<file path="config.mk">
export PLATFORM = sky130hd
export DESIGN_NAME = sar_line_coder
export DESIGN_NICKNAME = d
export VERILOG_FILES = /design/src/rtl/sar_line_coder.sv
export SDC_FILE = /design/constraint.sdc
export NUM_CORES = 1
export LEC_CHECK = 0
export BUFFER_PORTS_ARGS = -buffer_cell sky130_fd_sc_hd__buf_4
export CORE_MARGIN = 2
export CORE_UTILIZATION = 39
export DETAILED_ROUTE_END_ITERATION = 12
export PLACE_DENSITY = 0.56
export SLEW_MARGIN = 20
export SYNTH_ARGS = -nofsm -noshare
export SYNTH_HDL_FRONTEND = slang
export SYNTH_SLANG_ARGS = --single-unit
</file>
<file path="constraint.sdc">
create_clock -name clk -period 2 [get_ports clk]
set_input_delay 0.4 -clock clk [delete_from_list [all_inputs] [get_ports clk]]
set_output_delay 0.4 -clock clk [all_outputs]
set_load 0.005 [all_outputs]
</file>
<file path="src/rtl/sar_line_coder.sv">
`timescale 1ns/1ps
module sar_line_coder #(
  parameter int W = 6
) (
  input  logic         clk,
  input  logic         rst_n,
  input  logic         hd_strobe,
  input  logic         cmp_ge,
  input  logic         peak_lvl,
  input  logic         clk_en,
  output logic [W-1:0] dac_code,
  output logic         ser_data,
  output logic         ser_valid,
  output logic [W:0]   result
);
  localparam int IW = $clog2(W + 1);

  typedef enum logic [1:0] {IDLE, CONV, SHIFT} st_t;

  st_t          st;
  logic [W-1:0] acc;
  logic [IW-1:0] idx;
  logic [W:0]   sreg;
  logic         peak_r;

  wire [W-1:0] mask    = {{(W-1){1'b0}}, 1'b1} << idx;
  wire [W-1:0] acc_nxt = cmp_ge ? (acc | mask) : acc;

  assign dac_code  = (st == CONV) ? (acc | mask) : acc;
  assign ser_valid = (st == SHIFT);
  assign ser_data  = ser_valid & sreg[W];

  always_ff @(posedge clk) begin
    if (!rst_n) begin
      st     <= IDLE;
      acc    <= '0;
      idx    <= '0;
      sreg   <= '0;
      peak_r <= 1'b0;
      result <= '0;
    end else begin
      case (st)
        IDLE: if (hd_strobe) begin
          st     <= CONV;
          idx    <= IW'(W - 1);
          acc    <= '0;
          peak_r <= peak_lvl;
        end
        CONV: if (clk_en) begin
          acc <= acc_nxt;
          if (idx == '0) begin
            st     <= SHIFT;
            sreg   <= {peak_r, acc_nxt};
            result <= {peak_r, acc_nxt};
          end else begin
            idx <= idx - 1'b1;
          end
        end
        SHIFT: if (clk_en) begin
          if (idx == IW'(W)) begin
            st  <= IDLE;
            idx <= '0;
          end else begin
            idx  <= idx + 1'b1;
            sreg <= {sreg[W-1:0], 1'b0};
          end
        end
        default: st <= IDLE;
      endcase
    end
  end
endmodule


</file>
=== After elaboration in Yosys (flattened, before gate mapping) ===
Cells that the tools add are included.
W data, S select, Z words.

* Output and inout bits: 15
* Bits of input ports: 6
* Memories: 0
* ROM bits: 0
* Bits in writable memories: 0
* Word-level logic and storage cells: 54
* Bits in registers: 26
* Bits in latches: 0

* Multiply operators: 0
* Order comparisons: 0
* Reduce and logical (&&, ||, !) cells: 11
* Mux-type cells: 22
* Shift operators: 1
* Bitwise logic cells: 2
* Div/mod/pow operators: 0
* Equal/unequal tests: 10
* $add $sub $neg: 2

{| class="wikitable"
|+ Operators with widths
! kind !! count
|-
| $mux W7 || 4
|-
| $mux W6 || 4
|-
| $mux W3 || 5
|-
| $reduce_and A5 Y1 || 3
|-
| $pmux W7 S2 || 1
|-
| $pmux W6 S2 || 1
|-
| $mux W2 || 5
|-
| $ne A2 B2 Y1 const B || 5
|-
| $pmux W3 S3 || 1
|-
| $or A6 B6 Y6 || 1
|-
| $pmux W2 S3 || 1
|-
| $reduce_and A3 Y1 || 2
|-
| $shl A1 B3 Y6 const A || 1
|-
| $ne A2 B1 Y1 const B || 2
|-
| $reduce_bool A2 Y1 || 2
|-
| $add A3 B1 Y3 const B || 1
|-
| $eq A3 B3 Y1 const B || 1
|-
| $logic_not A3 Y1 || 1
|-
| $reduce_bool A3 Y1 || 1
|-
| $sub A3 B1 Y3 const B || 1
|-
| $eq A2 B1 Y1 const B || 1
|-
| $eq A2 B2 Y1 const B || 1
|-
| $logic_not A2 Y1 || 1
|-
| $reduce_and A2 Y1 || 1
|-
| $and A1 B1 Y1 || 1
|}

=== Longest topological paths before layout ===
Gate-level depths: netlist of run 1.

* Word-level depth: 6
* Mapped depth: 8
* Gate-level depth less buffers: 6

=== Worst setup path after synthesis of run 1 ===
Ideal clock, no wire load.

* Path type: register to register
* From: reg idx[0]
* To: reg result[0]
* Clock period less this slack: 1633 ps
* Cell stages (with the launch flop): 8
* Slack: 367 ps
* Buffers on the path: 2
* Setup time: 116 ps
* Arrival time: 1516 ps
* Required time: 1884 ps
* Path through: dfxtp_1 -> inv_1 -> ha_1 -> and2b_4 -> and3_1 -> buf_2 -> buf_2 -> o211a_1

* Longest elaborated chain between the ends: 3
* Elaborated cells on any way between the ends: 5
* Classes of those cells: shift: 1; mux: 1; bitwise: 1; reduce/logical: 2

{| class="wikitable"
|+ Ends and longest elaborated chain
! element !! RTL line !! RTL
|-
| start, declared || 22 || <nowiki>logic [IW-1:0] idx;</nowiki>
|-
| start signal, assigned || 45 || <nowiki>idx <= IW'(W - 1);</nowiki>
|-
| start signal, assigned || 56 || <nowiki>idx <= idx - 1'b1;</nowiki>
|-
| start signal, assigned || 64 || <nowiki>idx <= idx + 1'b1;</nowiki>
|-
| $shl A1 B3 Y6 || 26 || <nowiki>wire [W-1:0] mask = {{(W-1){1'b0}}, 1'b1} << idx;</nowiki>
|-
| $or A6 B6 Y6 || 27 || <nowiki>wire [W-1:0] acc_nxt = cmp_ge ? (acc | mask) : acc;</nowiki>
|-
| $mux W6 || 27 ||
|-
| end signal, assigned || 54 || <nowiki>result <= {peak_r, acc_nxt};</nowiki>
|-
| end, declared || 14 || <nowiki>output logic [W:0] result</nowiki>
|}

Parallel ways exist; a longest one is shown, timed or not.
A chain may end at the register's enable or synchronous reset.

=== Worst setup path in the final report of run 1 ===
* From: reg st[0]
* To: out ser_data

* Longest elaborated chain between the ends: 2

{| class="wikitable"
|+ Ends and longest elaborated chain
! element !! RTL line !! RTL
|-
| start, declared || 20 || <nowiki>st_t st;</nowiki>
|-
| start signal, assigned || 35 || <nowiki>st <= IDLE;</nowiki>
|-
| start signal, assigned || 44 || <nowiki>st <= CONV;</nowiki>
|-
| start signal, assigned || 52 || <nowiki>st <= SHIFT;</nowiki>
|-
| $eq A2 B2 Y1 || 30 || <nowiki>assign ser_valid = (st == SHIFT);</nowiki>
|-
| $and A1 B1 Y1 || 31 || <nowiki>assign ser_data = ser_valid & sreg[W];</nowiki>
|-
| end, declared || 12 || <nowiki>output logic ser_data,</nowiki>
|}

Every way passes these cells.

==> impl.org, run 1 <==
** Timing
- After layout, the minimum clock period comes to 1.89 ns.
- The number of hold-slack violations in the final timing report is 0.
- For the final routed database, the setup TNS stands at 0 ns.
- The clock arrives with 0.00144 ns of skew.
- Of the available clock period, the critical path in the final layout requires 94.5%.
- At the pin with the least slew margin, the transition time is 0.481 ns.
- Based on the critical path, the design can be clocked at up to 529 MHz.
- Final setup vio count :: 0
- Number of max-slew violations in the final report :: 0
- Setup repair after global routing left no endpoint under its margin.
- Headroom to the max-slew limit came out at 67.8%.

** CTS
- Number of sinks on the clock net :: 26
- The number of setup buffers added after CTS is 0.
- H-tree levels :: 1
- Skew-Pair Late Insertion Delay :: 0.27 ns
- Clk pin slew, worst setup/hold paths :: 0.09 ns
- Number of buffers created by CTS :: 3
- Clk buf depth :: 2
- TritonCTS built the clock tree.
- Buffer cell driving the clock tree root :: clkbuf_8

** Synth
- The portion of synthesized area spent on multiplexers is 2.04%.
- Count of flip-flops with a built-in enable after synthesis :: 0
- Leading post-synthesis cells by cell area :: dfxtp_1, ha_1, nand2_1
- The synthesized netlist devotes 0% of its cell area to XOR and XNOR gates.
- Mapped Cells :: 175
- Net count of the mapped netlist :: 193
- Number of storage elements in the synthesis netlist :: 26
- Compound-Gate Fraction of Synth Area :: 29.3%
- Summed over its instances, the top area cell type makes up 33.9% of the synthesized netlist area.
- Counting flops with an async set or reset pin after synthesis yields a share of 0%.
- The Yosys step of the flow raised 0 warnings.
- By area, the combinational part of the netlist is dominated by compound AO/OA/AOI/OAI gates.
- The biggest area contributor in the post-synthesis netlist is dfxtp_1.
- The synthesized netlist occupies a cell area of 1540 sq um.
- Summing the areas of all fa, ha and maj instances in the mapped netlist gives 9.78% of the synthesized area.
- Count of distinct cell types in the synthesized netlist :: 45
- The average instance in the mapped netlist occupies 8.77 sq um.
- The synthesized netlist devotes 19.6% of its cell area to simple gates.
- In the synthesized netlist the dominant register cell turns out to be dfxtp_1.
- Fraction of the yosys area taken by sequential cells :: 33.9%

** Critical path
- CP Buf/Inv Count :: 3
- STA puts the critical path data arrival time at 1.49 ns.
- STA puts the critical path data required time at 1.60 ns.
- Type of destination of the critical path :: primary output
- Reg-to-reg slack, setup :: 0.26 ns
- CP top delay family :: buffers and inverters
- Counting stages on the worst path, the most repeated cell is buf_4.
- The largest individual stage delay along the critical path comes from the cell dfxtp_2.
- The worst setup path is launched from a flop.
- The critical path is of the flop to primary output type.
- Max FO, Critical Path :: 8
- The critical path goes through inv_1, ha_1, buf_4, and2_1, buf_4.
- Crit-path max cell delay :: 0.37 ns

** Floorplanning
- Number of top-level design ports :: 21
- Count of standard-cell rows :: 22
- Measured along the x axis, the die boundary spans 66.7 um.
- From bottom edge to top edge, the die measures 66.7 um.
- Starting density of the core :: 41.3%
- The floorplan step defined a die boundary enclosing 4450 sq um.
- The core region is 3720 sq um.

** Placed design
- During placement, the flow inserted port buffers numbering 20.
- At the end of routability-driven placement, the weighted congestion stood at 0.860.
- Detailed placement finished with a half-perimeter wire length of 2.73 mm.
- Instance area at placement :: 1730 sq um
- Cells after DPL :: 236

** Power and ir drop
- In this run the power density over the cells is 1190 nW/um^2.
- For this design the static power due to leakage is 0.818 nW.
- Across the VDD grid, the largest voltage drop is 0.410 mV.

** GRT
- The total overflow left after global routing is 0.
- Global-route wire length before repair :: 6.12 mm
- Pin count of the biggest net entering global routing :: 36
- Total routing resource utilization after global routing :: 18.2%
- The number of antenna violations at the first check in global routing came to 0.
- The number of global-route vias before repair is 1261.

** Cells and area
- Commonest cells after routing, fill and taps aside :: nand2_1, buf_4, dfxtp_1, ha_1, o21ai_0
- Layout cell share with drive strength beyond 1 :: 27.6%
- The number of antenna diodes in the final layout is 0.
- In the final design database the tool counted 211 nets.
- After routing the design area is 1820 sq um.
- The library cell used most frequently in the layout, excluding fill and tap cells, is nand2_1.
- The area growth from synthesis to layout is 18.7%.
- After the flow finishes, the layout carries non-filler instances totaling 240.

** Drt
- Drt pass-1 iters :: 4
- Post-DR vias/cell :: 5.53
- After detailed routing, the total wire length is 3.69 mm.
- The count of nets left with antenna violations once routing finished came out at 0.
- The routed layout has 1327 vias.
- For this block, the initial DRC count from the detailed router was 103.
- For this run, design rule violations remaining after detail routing come to 0.
- Wire per inst :: 15.4 um

** Status
- Run status :: finished clean

** Flow run
- Number of max-cap violations :: 0

** Worst hold path
- In this run the worst hold path is classified as input port to flop.
power breakdown:
group	internal, mW	switching (mW)	total (mW)
logic	0.447	0.595	1.04
clock network	0.268	0.171	0.439
registers	0.605	0.0773	0.682
synthesized netlist by cell type, drive strengths merged, types with 3 or more instances:
cell type	instances
o2111ai	3
a21oi	7
nor2b	4
buf	6
nand2b	4
a31oi	4
o21ai	8
inv	9
a21boi	4
nand3	7
dfxtp	26
o31ai	3
ha	12
o211a	7
a31o	5
clkbuf	5
nand2	27
nor2	5
stage by stage:
stage | hold slack [ns] | power [mW] | worst slack, ns | utilization [%]
after CTS | 0.388 | 2.14 | 0.00494 | 48.5
final | 0.388 | 2.16 | 0.111 | 49.1
after floorplan | 0.428 | 1.39 | 0.367 | -
after detailed placement | 0.460 | 1.69 | 0.181 | 46.5
after global routing | 0.402 | 2.33 | 0.0110 | 49.1
after global placement | 0.443 | 1.68 | 0.239 | 46.5
worst min-delay path: cells and delay by family:
kind	cells	cell delay (ns)
AO/OA/AOI/OAI	1	0.06
buffers and inverters	1	0.11
AND/OR/NAND/NOR	1	0.05
what timing repair did:
item / in CTS / in global routing
hold buffers: 0 / 0
pin swaps: 0 / 0
endpoints found under the setup margin: 1 / 6
resized for setup: 2 / 8
sequential cells by signal (all words and copies together), names as in the netlist:
register	cells
result	7
sreg	7
acc	6
idx	3
st	2
peak_r	1
layout make-up:
| cell class | instances | area [sq um] |
|---|---|---|
| Tap cell | 48 | 60.1 |
| Inverter | 9 | 33.8 |
| Timing Repair Buffer | 24 | 180 |
| Clock buffer | 3 | 41.3 |
| Sequential cell | 26 | 526 |
| Clock inverter | 1 | 30.0 |
| Multi-Input combinational cell | 129 | 952 |
| Fill cell | 390 | 1890 |
logic make-up after synthesis:
kind of cell,count (synthesis)
AND/OR/NAND/NOR,59
multiplexers,3
buffers and inverters,20
flip-flops,26
adder cells (fa/ha/maj),12
AO/OA/AOI/OAI,55
final timing paths:
| path | end | startpoint | cells past startpoint |
|---|---|---|---|
| worst max-delay path | ser_data | st[0] | 5 |
| worst min-delay path | peak_r | peak_lvl | 3 |
| worst max register to register | sreg[0] | st[0] | 6 |
| worst min register to register | sreg[3] | sreg[3] | 2 |
per-layer routing:
metal | track usage [%] | vias up | wire [um] | part of all wire, %
li1 | - | 666 | - | -
met1 | 24.3 | 626 | 1800 | 49
met2 | 29.8 | 30 | 1730 | 47
met3 | 2.53 | 5 | 112 | 3.0
met4 | 6.63 | 0 | 49 | 1.3
met5 | 0 | - | 0 | 0
No activity file was read; power rests on OpenSTA's default activity.
==> run 2: changes to the inputs <==
Settings changed: CELL_PAD_IN_SITES_DETAIL_PLACEMENT set to 1, CELL_PAD_IN_SITES_GLOBAL_PLACEMENT set to 1, PLACE_DENSITY 0.56 to 0.71.
==> run 2 against run 1 <==
Compared with the run above:
- fmax decreased by 3.3%
- routed wire length increased by 12%
- power increased by 1.4%
- worst hold slack improved by 0.0089 ns
- via count increased by 1.5%
- final area unchanged
- critical path depth unchanged
- register-to-register slack got worse by 0.08 ns
- count of clock-buffer cells in the layout unchanged
- critical endpoint is now dac_code[2]
- largest cell class unchanged
==> impl.org, run 2 (synthesis gave the netlist of run 1 again) <==
** Timing
- The tightest hold path in the finished design has a slack of 0.397 ns.
- Headroom to the max-slew limit came out at 67.7%.
- The worst path uses 97.7% of the clock period.
- For the pin with the worst max-slew slack, the measured transition is 0.482 ns.
- Number of max-slew violations in the final report :: 0
- Derived from the worst setup path, the maximum achievable clock frequency is 512 MHz.
- Worst Clk Skew :: 0.00416 ns
- In the final timing run, aggregate negative setup slack is 0 ns.
- Final hold violation count :: 0
- Final setup vio count :: 0
- RSZ-0062 raised after global routing :: true
- Final worst path period need :: 1.95 ns

** CTS
- Number of instances resized during post-cts repair :: 3
- After clock tree synthesis, the flow added hold-fix buffers numbering 0.
- After clock tree synthesis, the clock-pin slew on the worst setup and hold paths is 0.09 ns.
- TritonCTS built the clock tree.
- TritonCTS created 3 clock buffers.
- Skew-Pair Late Insertion Delay :: 0.27 ns
- Buffer cell driving the clock tree root :: clkbuf_8
- Post-CTS setup repair buffer count :: 0
- H-tree levels :: 1
- The clock passes through at most 2 buffers.
- The clock net in this run drives a total of 26 sinks.

** Drt
- Antenna Nets Post-Route :: 0
- In the routed layout, each cell is associated on average with a via count of 5.59.
- The routed layout has 1347 vias.
- The final layout contains routed wiring with a total length of 4.12 mm.
- For this run, design rule violations remaining after detail routing come to 0.
- The pre-antenna-repair detailed-routing pass consisted of 4 iterations.
- Initial detailed-routing violation count :: 62
- In the final routed layout, each cell accounts on average for 17.1 um.

** Power and ir drop
- Across the VDD grid, the largest voltage drop is 0.487 mV.
- Power consumption :: 2.19 mW
- In this run the power spent charging and discharging nets is 877 uW.
- The share of total power dissipated in sequential elements is 31.4%.
- In this run switching power makes up 40.0% of total power.
- Per report_power, the combinational group accounts for 48.5% of the total.
- Cell-internal power :: 1.32 mW
- Clock power share :: 20.1%
- Leakage power :: 0.822 nW
- Cell Pwr Density :: 1200 nW/um^2

** Placed design
- Final GP Congestion :: 0.887
- Port buffering added 20 buffers.
- Cells after DPL :: 237
- Post-DP HPWL :: 3.11 mm

** GRT
- Pin count of the biggest net entering global routing :: 36
- Vias in the first global route :: 1305
- Number of antenna violations at the first check in global routing :: 0
- Global routing used 20.0% of the available tracks across all layers.
- Global-route wire length before repair :: 6.78 mm
- After global routing the overflow that remains totals 0.

** Critical path
- Arrival time worst endpoint :: 1.55 ns
- Capture point of the worst reg-to-reg path :: result[6]
- Critical Path Source :: idx[0]
- Worst flop-to-flop path startpoint :: idx[0]
- The number of cells on the worst reg-to-reg path is 6.
- STA classifies the critical path startpoint as a flop.
- Setup Crit Path Kind :: flop to primary output
- Required time of the critical path :: 1.60 ns
- The setup check on the worst reg-to-reg path leaves a slack of 0.18 ns.
- Type of destination of the critical path :: primary output
- Max FO, Critical Path :: 5
- Worst setup path endpoint :: dac_code[2]

** Cells and area
- Cells fill 49.1% of the core in the end.
- Non-filler instance count after layout :: 241
- Of the cells placed in the final design, the portion with a size suffix greater than 1 is 27.5%.
- Leaving out fill and tap cells, the most frequent cells in the layout are nand2_1, buf_4, dfxtp_1, ha_1.
- The net count of the finished layout is 212.
- Relative to the synthesized area, the layout overhead comes to 18.7%.
- The largest registers in the layout are result (7), sreg (7), acc (6).
- The repair_antennas step left the layout with diodes totalling 0.

** Floorplanning
- The die is 66.7 um tall.
- The die covers 4450 sq um.
- The floorplan step defined a core boundary enclosing 3720 sq um.
- From left edge to right edge, the die measures 66.7 um.
- Starting density of the core :: 41.3%
- During I/O placement, the number of pins put on the boundary was 21.
- Count of standard-cell rows :: 22

** Worst hold path
- Path class of the lowest-slack min-delay path :: input port to flop
- The worst hold path begins at peak_lvl.

** Flow run
- Number of max-cap violations :: 0

** Status
- Run status :: finished clean
[run 2: cell types whose count changed in the layout (fill, tap and decap cells not counted), sizes merged]
cell  change
buf       +1
[run 2: layer usage]
metal | global-route usage, % | vias up | share of wire (%)
met2 | 34.3 | 20 | 50
met3 | 3.72 | 4 | 2.9
met5 | 0 | - | 0
met4 | 3.06 | 0 | 0.36
li1 | - | 666 | -
met1 | 26.6 | 657 | 47
[run 2: area by class of cell]
type                       instances  area (sq um)
clock buffer                       3          41.3
clock inverter                     1          30.0
fill                             444          1890
inverter                           9          33.8
multi-input combinational        129           942
sequential                        26           528
tap                               48          60.1
timing repair buffer              25           188
[run 2: how the worst min path moves through the flow]
stage	endpoint	slack [ns]	cells after the start
after floorplan	sreg[1]	0.43	2
after global placement	sreg[1]	0.44	2
after detailed placement	sreg[1]	0.44	2
after CTS	peak_r	0.40	3
after global routing	peak_r	0.40	3
final	peak_r	0.40	3
[run 2: worst max-delay path, cell delays in order, from the launching register on]
cell and delay (ns):
dfxtp_2 0.37, inv_1 0.10, ha_1 0.29, nor2b_2 0.20, a21o_1 0.19, buf_4 0.13
[run 2: power by group through the flow]
stage | Clock, mW | Combinational (mW) | Sequential (mW)
after floorplan | 0 | 0.733 | 0.661
after global placement | 0 | 1.01 | 0.682
after detailed placement | 0 | 1.05 | 0.691
after CTS | 0.450 | 1.06 | 0.683
after global routing | 0.469 | 1.18 | 0.699
final | 0.441 | 1.06 | 0.688
[run 2: metrics by stage]
stage | setup slack [ns] | instance area [sq um]
2_1_floorplan | 0.367 | 1540
5_1_grt | -0.0343 | 1820
4_1_cts | 0.00382 | 1810
6_report | 0.0468 | 1820
3_3_place_gp | 0.201 | 1730
3_5_place_dp | 0.127 | 1730
